--- src/rtl/pio_tmr_pkg.sv ---
package pio_tmr_pkg;

  localparam int ADDR_W  = 5;
  localparam int PRESC_W = 10;
  localparam int NPORT   = 2;

  typedef enum logic [1:0] {
    TMR_IDLE   = 2'd0,
    TMR_COUNT  = 2'd1,
    TMR_FINISH = 2'd2
  } tmr_state_e;

  // log2 of clocks per count for each rate code
  function automatic logic [3:0] presc_shift(input logic [1:0] sel);
    case (sel)
      2'd0:    return 4'd0;
      2'd1:    return 4'd3;
      2'd2:    return 4'd6;
      default: return 4'd10;
    endcase
  endfunction

  // prescaler reload value: clocks per count minus one
  function automatic logic [PRESC_W-1:0] presc_reload(input logic [1:0] sel);
    logic [PRESC_W:0] span;
    span = (PRESC_W+1)'(1) << presc_shift(sel);
    return PRESC_W'(span - 1'b1);
  endfunction

endpackage

--- src/rtl/pio_port_bank.sv ---
module pio_port_bank #(
  parameter int DW = 8
) (
  input  logic          clk,
  input  logic          rst_n,
  input  logic [DW-1:0] pin_in,
  input  logic          wr_latch,
  input  logic          wr_dir,
  input  logic [DW-1:0] wdata,
  output logic [DW-1:0] latch_q,
  output logic [DW-1:0] dir_q,
  output logic [DW-1:0] eff
);

  logic [DW-1:0] pin_q;

  function automatic logic [DW-1:0] merge_pins(input logic [DW-1:0] drv,
                                               input logic [DW-1:0] dir,
                                               input logic [DW-1:0] pins);
    return (drv & dir) | (pins & ~dir);
  endfunction

  always_ff @(posedge clk) begin
    if (!rst_n) begin
      pin_q   <= '0;
      latch_q <= '0;
      dir_q   <= '0;
    end else begin
      pin_q <= pin_in;
      if (wr_latch) latch_q <= wdata;
      if (wr_dir)   dir_q   <= wdata;
    end
  end

  assign eff = merge_pins(latch_q, dir_q, pin_q);

endmodule

--- src/rtl/pio_edge_watch.sv ---
module pio_edge_watch (
  input  logic clk,
  input  logic rst_n,
  input  logic level,
  input  logic rise_sel,
  output logic hit
);

  logic prev_q;

  always_ff @(posedge clk) begin
    if (!rst_n) prev_q <= 1'b0;
    else        prev_q <= level;
  end

  // a change whose new level equals the wanted one
  assign hit = (level ^ prev_q) & ~(level ^ rise_sel);

endmodule

--- src/rtl/pio_interval_timer.sv ---
module pio_interval_timer import pio_tmr_pkg::*; #(
  parameter int DW = 8
) (
  input  logic          clk,
  input  logic          rst_n,
  input  logic          load,
  input  logic [DW-1:0] load_val,
  input  logic [1:0]    load_sel,
  output logic [DW-1:0] cnt_q,
  output tmr_state_e    state_q,
  output logic          expire
);

  logic [PRESC_W-1:0] presc_q;
  logic [1:0]         sel_q;
  logic               period_end;

  assign period_end = (presc_q == '0);
  assign expire     = !load && (state_q == TMR_COUNT) && period_end && (cnt_q == '0);

  always_ff @(posedge clk) begin
    if (!rst_n) begin
      state_q <= TMR_IDLE;
      cnt_q   <= '0;
      presc_q <= '0;
      sel_q   <= '0;
    end else if (load) begin
      state_q <= TMR_COUNT;
      cnt_q   <= load_val;
      sel_q   <= load_sel;
      presc_q <= presc_reload(load_sel);
    end else begin
      case (state_q)
        TMR_COUNT: begin
          if (period_end) begin
            presc_q <= presc_reload(sel_q);
            cnt_q   <= cnt_q - 1'b1;
            if (cnt_q == '0) state_q <= TMR_FINISH;
          end else begin
            presc_q <= presc_q - 1'b1;
          end
        end
        TMR_FINISH: begin
          cnt_q <= cnt_q - 1'b1;
          if (cnt_q == '0) state_q <= TMR_IDLE;
        end
        default: ;
      endcase
    end
  end

endmodule

--- src/rtl/pio_tmr_periph.sv ---
module pio_tmr_periph import pio_tmr_pkg::*; #(
  parameter int DW = 8
) (
  input  logic              clk,
  input  logic              rst_n,
  input  logic              cs,
  input  logic              we,
  input  logic              rd_peek,
  input  logic [ADDR_W-1:0] addr,
  input  logic [DW-1:0]     wdata,
  output logic [DW-1:0]     rdata,
  input  logic [DW-1:0]     port_a_in,
  input  logic [DW-1:0]     port_b_in,
  output logic [DW-1:0]     port_a_out,
  output logic [DW-1:0]     port_b_out,
  output logic [DW-1:0]     port_a_dir,
  output logic [DW-1:0]     port_b_dir,
  output logic              irq
);

  localparam int TFLAG_BIT = DW - 1;
  localparam int EFLAG_BIT = DW - 2;

  // access decode
  logic wr_any, rd_any, rd_live;
  logic port_wr, tmr_load, edge_cfg_wr, flag_rd, tmr_rd;

  assign wr_any      = cs && we;
  assign rd_any      = cs && !we;
  assign rd_live     = rd_any && !rd_peek;
  assign port_wr     = wr_any && !addr[4];
  assign tmr_load    = wr_any && addr[4] && addr[2];
  assign edge_cfg_wr = wr_any && addr[4] && !addr[2];
  assign flag_rd     = rd_live && addr[4] && addr[0];
  assign tmr_rd      = rd_live && addr[4] && !addr[0];

  // ports
  logic [DW-1:0] pin_bus   [NPORT];
  logic [DW-1:0] latch_bus [NPORT];
  logic [DW-1:0] dir_bus   [NPORT];
  logic [DW-1:0] eff_bus   [NPORT];

  assign pin_bus[0] = port_a_in;
  assign pin_bus[1] = port_b_in;

  for (genvar g = 0; g < NPORT; g++) begin : g_port
    logic sel_me;
    assign sel_me = port_wr && (int'(addr[1]) == g);
    pio_port_bank #(.DW(DW)) u_bank (
      .clk      (clk),
      .rst_n    (rst_n),
      .pin_in   (pin_bus[g]),
      .wr_latch (sel_me && !addr[0]),
      .wr_dir   (sel_me && addr[0]),
      .wdata    (wdata),
      .latch_q  (latch_bus[g]),
      .dir_q    (dir_bus[g]),
      .eff      (eff_bus[g])
    );
  end

  assign port_a_out = latch_bus[0];
  assign port_b_out = latch_bus[1];
  assign port_a_dir = dir_bus[0];
  assign port_b_dir = dir_bus[1];

  // edge watcher on port A MSB
  logic edge_rise_q, eien_q, edge_hit;

  pio_edge_watch u_edge (
    .clk      (clk),
    .rst_n    (rst_n),
    .level    (eff_bus[0][DW-1]),
    .rise_sel (edge_rise_q),
    .hit      (edge_hit)
  );

  // interval timer
  logic [DW-1:0] tmr_cnt;
  tmr_state_e    tmr_state;
  logic          tmr_expire;

  pio_interval_timer #(.DW(DW)) u_timer (
    .clk      (clk),
    .rst_n    (rst_n),
    .load     (tmr_load),
    .load_val (wdata),
    .load_sel (addr[1:0]),
    .cnt_q    (tmr_cnt),
    .state_q  (tmr_state),
    .expire   (tmr_expire)
  );

  // flags and enables
  logic tflag_q, eflag_q, tien_q;

  always_ff @(posedge clk) begin
    if (!rst_n) begin
      tflag_q     <= 1'b0;
      eflag_q     <= 1'b0;
      tien_q      <= 1'b0;
      eien_q      <= 1'b0;
      edge_rise_q <= 1'b0;
    end else begin
      if (tmr_expire)    tflag_q <= 1'b1;
      else if (tmr_load) tflag_q <= 1'b0;

      if (edge_hit)     eflag_q <= 1'b1;
      else if (flag_rd) eflag_q <= 1'b0;

      if (tmr_load || tmr_rd) tien_q <= addr[3];

      if (edge_cfg_wr) begin
        edge_rise_q <= addr[0];
        eien_q      <= addr[1];
      end
    end
  end

  logic [DW-1:0] flag_word;
  always_comb begin
    flag_word            = '0;
    flag_word[TFLAG_BIT] = tflag_q;
    flag_word[EFLAG_BIT] = eflag_q;
  end

  always_comb begin
    rdata = '0;
    if (rd_any) begin
      if (!addr[4])     rdata = addr[0] ? dir_bus[addr[1]] : eff_bus[addr[1]];
      else if (addr[0]) rdata = flag_word;
      else              rdata = tmr_cnt;
    end
  end

  assign irq = (tflag_q && tien_q) || (eflag_q && eien_q);

endmodule

--- config.mk ---
export PLATFORM = sky130hd
export DESIGN_NAME = pio_tmr_periph
export DESIGN_NICKNAME = d
export VERILOG_FILES = /design/src/rtl/pio_tmr_pkg.sv /design/src/rtl/pio_port_bank.sv /design/src/rtl/pio_edge_watch.sv /design/src/rtl/pio_interval_timer.sv /design/src/rtl/pio_tmr_periph.sv
export SDC_FILE = /design/constraint.sdc
export NUM_CORES = 1
export LEC_CHECK = 0
export BUFFER_PORTS_ARGS = -buffer_cell sky130_fd_sc_hd__buf_4
export CAP_MARGIN = 30
export CORE_AREA = 2 2 85 87
export CTS_BUF_LIST = sky130_fd_sc_hd__clkbuf_8 sky130_fd_sc_hd__clkbuf_16
export CTS_CLUSTER_SIZE = 24
export DETAILED_ROUTE_END_ITERATION = 6
export DIE_AREA = 0 0 87 89
export GPL_ROUTABILITY_DRIVEN = 0
export PLACE_DENSITY = 0.87
export SYNTH_ARGS = -nofsm -noshare
export SYNTH_HDL_FRONTEND = slang
export SYNTH_SLANG_ARGS = --single-unit
--- constraint.sdc ---
create_clock -name clk -period 5.2 [get_ports clk]
set_input_delay 0.78 -clock clk [delete_from_list [all_inputs] [get_ports clk]]
set_output_delay 0.78 -clock clk [all_outputs]
set_load 0.05 [all_outputs]
Word-level counts from Yosys, hierarchy flattened
Index checks and enable logic that the tools add are counted.

storage, ports and cells
  register bits after elaboration = 76
  bits of input ports = 34
  word-level logic and storage cells = 126

operators by class
  add/subtract/negate cells = 4
  $lt $le $gt $ge = 1
  equal/unequal tests = 12
  shift-type cells = 2
  multiplexer cells = 33
  bitwise gates (word level) = 15
  reduce and logical (&&, ||, !) cells = 42

operators by type and width
  operator                 count
  $mux W8                  12
  $and A8 B8 Y8            4
  $mux W10                 3
  $sub A10 B1 Y10 const B  3
  $mux W4                  6
  $pmux W4 S3              2
  $logic_and A1 B1 Y1      21
  $shl A1 B4 Y10 const A   2
  $not A8 Y8               2
  $or A8 B8 Y8             2
  $pmux W8 S2              1
  $logic_not A10 Y1        1
  $logic_not A8 Y1         1
  $reduce_and A4 Y1        2
  $reduce_bool A2 Y1       4
  $sub A8 B1 Y8 const B    1
  $eq A2 B1 Y1 const B     3
  $eq A2 B2 Y1 const B     3
  $logic_not A1 Y1         6
  $mux W2                  3
  $ne A3 B2 Y1 const B     2
  $mux W1                  5
  $logic_not A2 Y1         2
  $ne A2 B1 Y1 const B     2
  other kinds (12)         16

Depth between registers and ports, before layout
  word-level depth = 11
  gate-level depth with buffers = 9
  depth with buffers taken out = 8

Modules after synthesis
Synthesis repeated with hierarchy kept, for this count alone.

unflattened totals
  cell total of the unflattened synthesis = 398
  area, all modules = 3902.5 sq um

by module, submodules not included
  module              times used  cells an instance  area an instance (sq um)  seq. area each (sq um)
  pio_port_bank       2           76                 913.4                     480.5
  pio_interval_timer  1           161                1356.3                    440.4
  pio_tmr_periph      1           80                 669.4                     100.1
  pio_edge_watch      1           5                  50.0                      20.0

Least setup slack after synthesis
OpenSTA, ideal clock, no wires.

  path type = input to output
  start point = input port addr[0]
  end point = output port rdata[7]
  arrival = 2.823 ns
  path slack = 1.597 ns
  stages = 7
  path buffers = 2
  cell sequence = buf_2 > inv_1 > clkbuf_1 > nor2_1 > a211oi_1 > a211oi_1 > a211oi_1

on the way
  cells in the longest elaborated chain, start to end = 3

RTL lines
  what                               RTL line                                      source
  start, declared                    pio_tmr_periph.sv:9                           input logic [ADDR_W-1:0] addr,
  $mux W8, on equally long branches  pio_tmr_periph.sv:130, pio_tmr_periph.sv:131
  $mux W8 (*)                        pio_tmr_periph.sv:130                         if (!addr[4]) rdata = addr[0] ? dir_bus[addr[1]] : eff_bus[addr[1]];
  $mux W8 (*)                        pio_tmr_periph.sv:129                         if (rd_any) begin
  end, declared                      pio_tmr_periph.sv:11                          output logic [DW-1:0] rdata,

Mark *: on every way between the ends. The rest lies on a longest branch, timed or not.

Worst setup path after layout
Same ends and word-level chain as after synthesis.

==> results.md <==
- Gr ovfl total: 0
- Num Clock Sinks: 76
- H-tree depth reported by CTS: 3
- Final WL: 10.0 mm
- Endpoints failing setup: 0
- Final hold violations: 0
- Worst-margin pin slew: 0.625 ns
- Arrival time of the worst setup path: approximately 2.3 ns
- Synthesized instance count: roughly 440
- Fin crit share: between 50 and 60%
- Required @ worst endpoint: around 4.4 ns
- Grt met2 use: 43.0%
- CTS Buffer Depth: 2
- Global routing met1 resource utilization: 35.3%
- Core ar.: about 0.0067 mm2
- Worst skew pair latency: 0.36 ns
- Post-synth EDFFs: 0
- Pre-CTS WS: a little under 2 ns
- Via density: 6.17
- Die X: a little under 90 um
- Layout Cells excl Fill: between 500 and 600
- First-pass iteration count of the detailed router: 5
- CTS-repair resized insts: 0
- Critical Path Source Type: primary input
- Slew Viols, Final: 0
- Avg Synthesized Cell Area: roughly 8.5 um2
- Die height: about 89 um
- Hold_buf cts: 0
- Dpl cells: around 560
- Final net count: approximately 530
- PD cells: approximately 350 mW/mm2
- Status: completed
- Slew margin rel.: between 50 and 60%
- Hold WC Path Type: flip-flop to flip-flop
- Leak: ~1.8 nW
- Top Ports: between 70 and 80
- Fmax: approximately 330 MHz
- Yosys reg bits: between 70 and 80
- Tot GR Track Use: between 20% and 30%
- Synth warn: 0
- Starting Density: 54.9%
- Min Tclk post-route: around 3.1 ns
- Top FF cell, synth: dfxtp_1
- Setup CP Type: primary input to primary output
- Post-DP HPWL: 6.94 mm
- Maximum number of pins on one net before global-route repair: 51
- DRT iter0 DRCs: approximately 340
- Die area: a little under 0.008 mm2
- Worst Path Max Fanout: 39
- First-pass GRT wire length: about 16 mm
- Cts bufs inserted: 9
- Clock root cell: clkbuf_8
- Sequential cell area fraction in the yosys report: 41.3%
- Final WS setup: about 2.1 ns
- Largest vdd supply drop: about 0.21 mV
- Area Growth Syn to Fin: 19.9%
- Port Buffer Count: 74
- DRC: 0
- Grt met3 use: under 10%
- # Max-Cap Violations: 0
- Setup crit end kind: primary output
- Gr busiest metal: met2
- Worst Skew: 0.0101 ns
- Clk slew on worst S/H paths: 0.09 ns
- CTS tree: yes
- RSZ-0062 raised after global routing: false
- Drt wl/cell: 17.3 um
- Syn nets: 473
- Layout cells sized above 1: 21.6%
- Synth unique cells: 59
- Routed Antenna Nets: 0
- Asr flop ratio synth: 0%
- Initial antenna violation count: 0
- Post-Syn Area: about 0.0037 mm2
- Setup_tns: 0 ns
- Setup bufs post-CTS: 0
- DR vias: between 3k and 4k
- Ant diodes: 0
- Number of global-route vias before repair: around 3.2k
- Rows: 30
cells in the final DEF (no fill, tap or decap), drive strengths merged, types with 2 or more instances in the layout:
cell type  synthesis  final
nand3b             2      2
and3               2      2
a311oi             8      8
nor2b              5      5
xnor2              3      3
inv                8     11
nand4              2      2
nor4               5      5
o21ai             26     26
nand2             44     44
nor3               5      5
a211oi            19     19
nand4b             2      2
o21a               8      8
nor2              66     66
a221oi             2      2
clkbuf            17      9
and2              16     16
and4               2      2
buf               11     76
dfxtp             76     76
mux2i             23     23
xor2               5      5
a21oi             26     26
o31ai              2      2
clkinv             0      3
ha                 3      3
a41o               4      4
a31oi              8      8
nand2b             3      3
nand3             16     16
sequential cells by signal (all words and copies together), names as in the netlist:
register / flops
edge_rise_q: 1
eflag_q: 1
eien_q: 1
g_port.u_bank.dir_q: 16
g_port.u_bank.latch_q: 16
g_port.u_bank.pin_q: 16
tflag_q: 1
tien_q: 1
u_edge.prev_q: 1
u_timer.cnt_q: 8
u_timer.presc_q: 10
u_timer.sel_q: 2
u_timer.state_q: 2
worst max-delay path: stages:
cell,delay [ns]
buf_4,0.35
inv_1,0.28
a211oi_1,0.27
a211oi_1,0.08
a211oi_1,0.26
buf_4,0.25
metrics by stage:
| step | cell area [um2] | total power [mW] | utilization (%) | hold WS, ns |
|---|---|---|---|---|
| 3_3_place_gp | 4240 | 1.09 | 63.1 | 0.464 |
| 3_5_place_dp | 4240 | 1.10 | 63.1 | 0.465 |
| 5_1_grt | 4420 | 1.59 | 65.8 | 0.499 |
| 2_1_floorplan | 3690 | 1.00 | - | 0.459 |
| 4_1_cts | 4420 | 1.52 | 65.8 | 0.477 |
| 6_report | 4420 | 1.53 | 65.8 | 0.483 |
routing by layer:
metal  vias up  wire length (um)  share of wire [%]
li1       1679                 -                  -
met1      1697              4300                 43
met2       174              4570                 46
met3        29               857                8.5
met4         0               303                3.0
met5         -                 0                  0
synthesized netlist by cell type, types with 2 or more instances:
library cell	n	area share (%)
and2_1	16	2.7
a221oi_1	2	0.48
o31ai_1	2	0.41
buf_4	2	0.41
a21oi_1	26	3.5
ha_1	3	1.0
o21ai_0	26	3.5
a31oi_1	8	1.4
nand3b_1	2	0.41
mux2i_1	23	6.2
o21a_1	8	1.6
dfxtp_1	76	41
xnor2_1	3	0.71
a211oi_1	17	3.5
nand2_1	44	4.5
nand2b_1	3	0.51
nand4b_1	2	0.48
clkbuf_1	17	1.7
a311oi_1	8	1.9
nor4_1	2	0.34
buf_2	5	0.68
xor2_1	5	1.2
nand3_1	15	2.0
buf_1	4	0.41
inv_1	8	0.81
nor2b_1	5	0.85
nor4_4	2	1.2
and3_1	2	0.34
nor2_1	64	6.5
nor3_1	4	0.54
a41o_1	4	1.1
cell type report:
| cell class | count | area, um2 |
|---|---|---|
| clock inverters | 7 | 58.8 |
| repair buffers | 76 | 571 |
| flip-flops and latches | 76 | 1520 |
| fillers | 562 | 2300 |
| inverters | 8 | 30.0 |
| clock buffers | 9 | 124 |
| multi-input cells | 324 | 2020 |
| well taps | 80 | 100 |
where the power goes:
part,switching [mW],internal [mW]
Sequential,0.0500,0.626
Combinational,0.242,0.181
Clock,0.247,0.181
Total,0.539,0.987
logic make-up (layout without fill, tap and decap cells):
logic type,count (synthesis),count (layout),synth area share [%]
flip-flops,76,76,41.3
XOR/XNOR,8,8,1.90
AO/OA/AOI/OAI,116,116,21.6
AND/OR/NAND/NOR,174,174,23.9
multiplexers,23,23,6.25
buffers and inverters,36,100,4.04
adder cells (fa/ha/maj),3,3,1.02
worst paths after layout:
path | to | startpoint | slack (ns) | depth (start not counted)
worst max-delay path | rdata[7] | addr[0] | 2.13 | 6
worst max register to register | u_timer.presc_q[6] | u_timer.presc_q[4] | 2.65 | 8
worst min register to register | g_port[1].u_bank.latch_q[5] | g_port[1].u_bank.latch_q[5] | 0.48 | 2
worst min-delay path | g_port[1].u_bank.latch_q[5] | g_port[1].u_bank.latch_q[5] | 0.48 | 2
No activity file was read; power rests on OpenSTA's default activity.
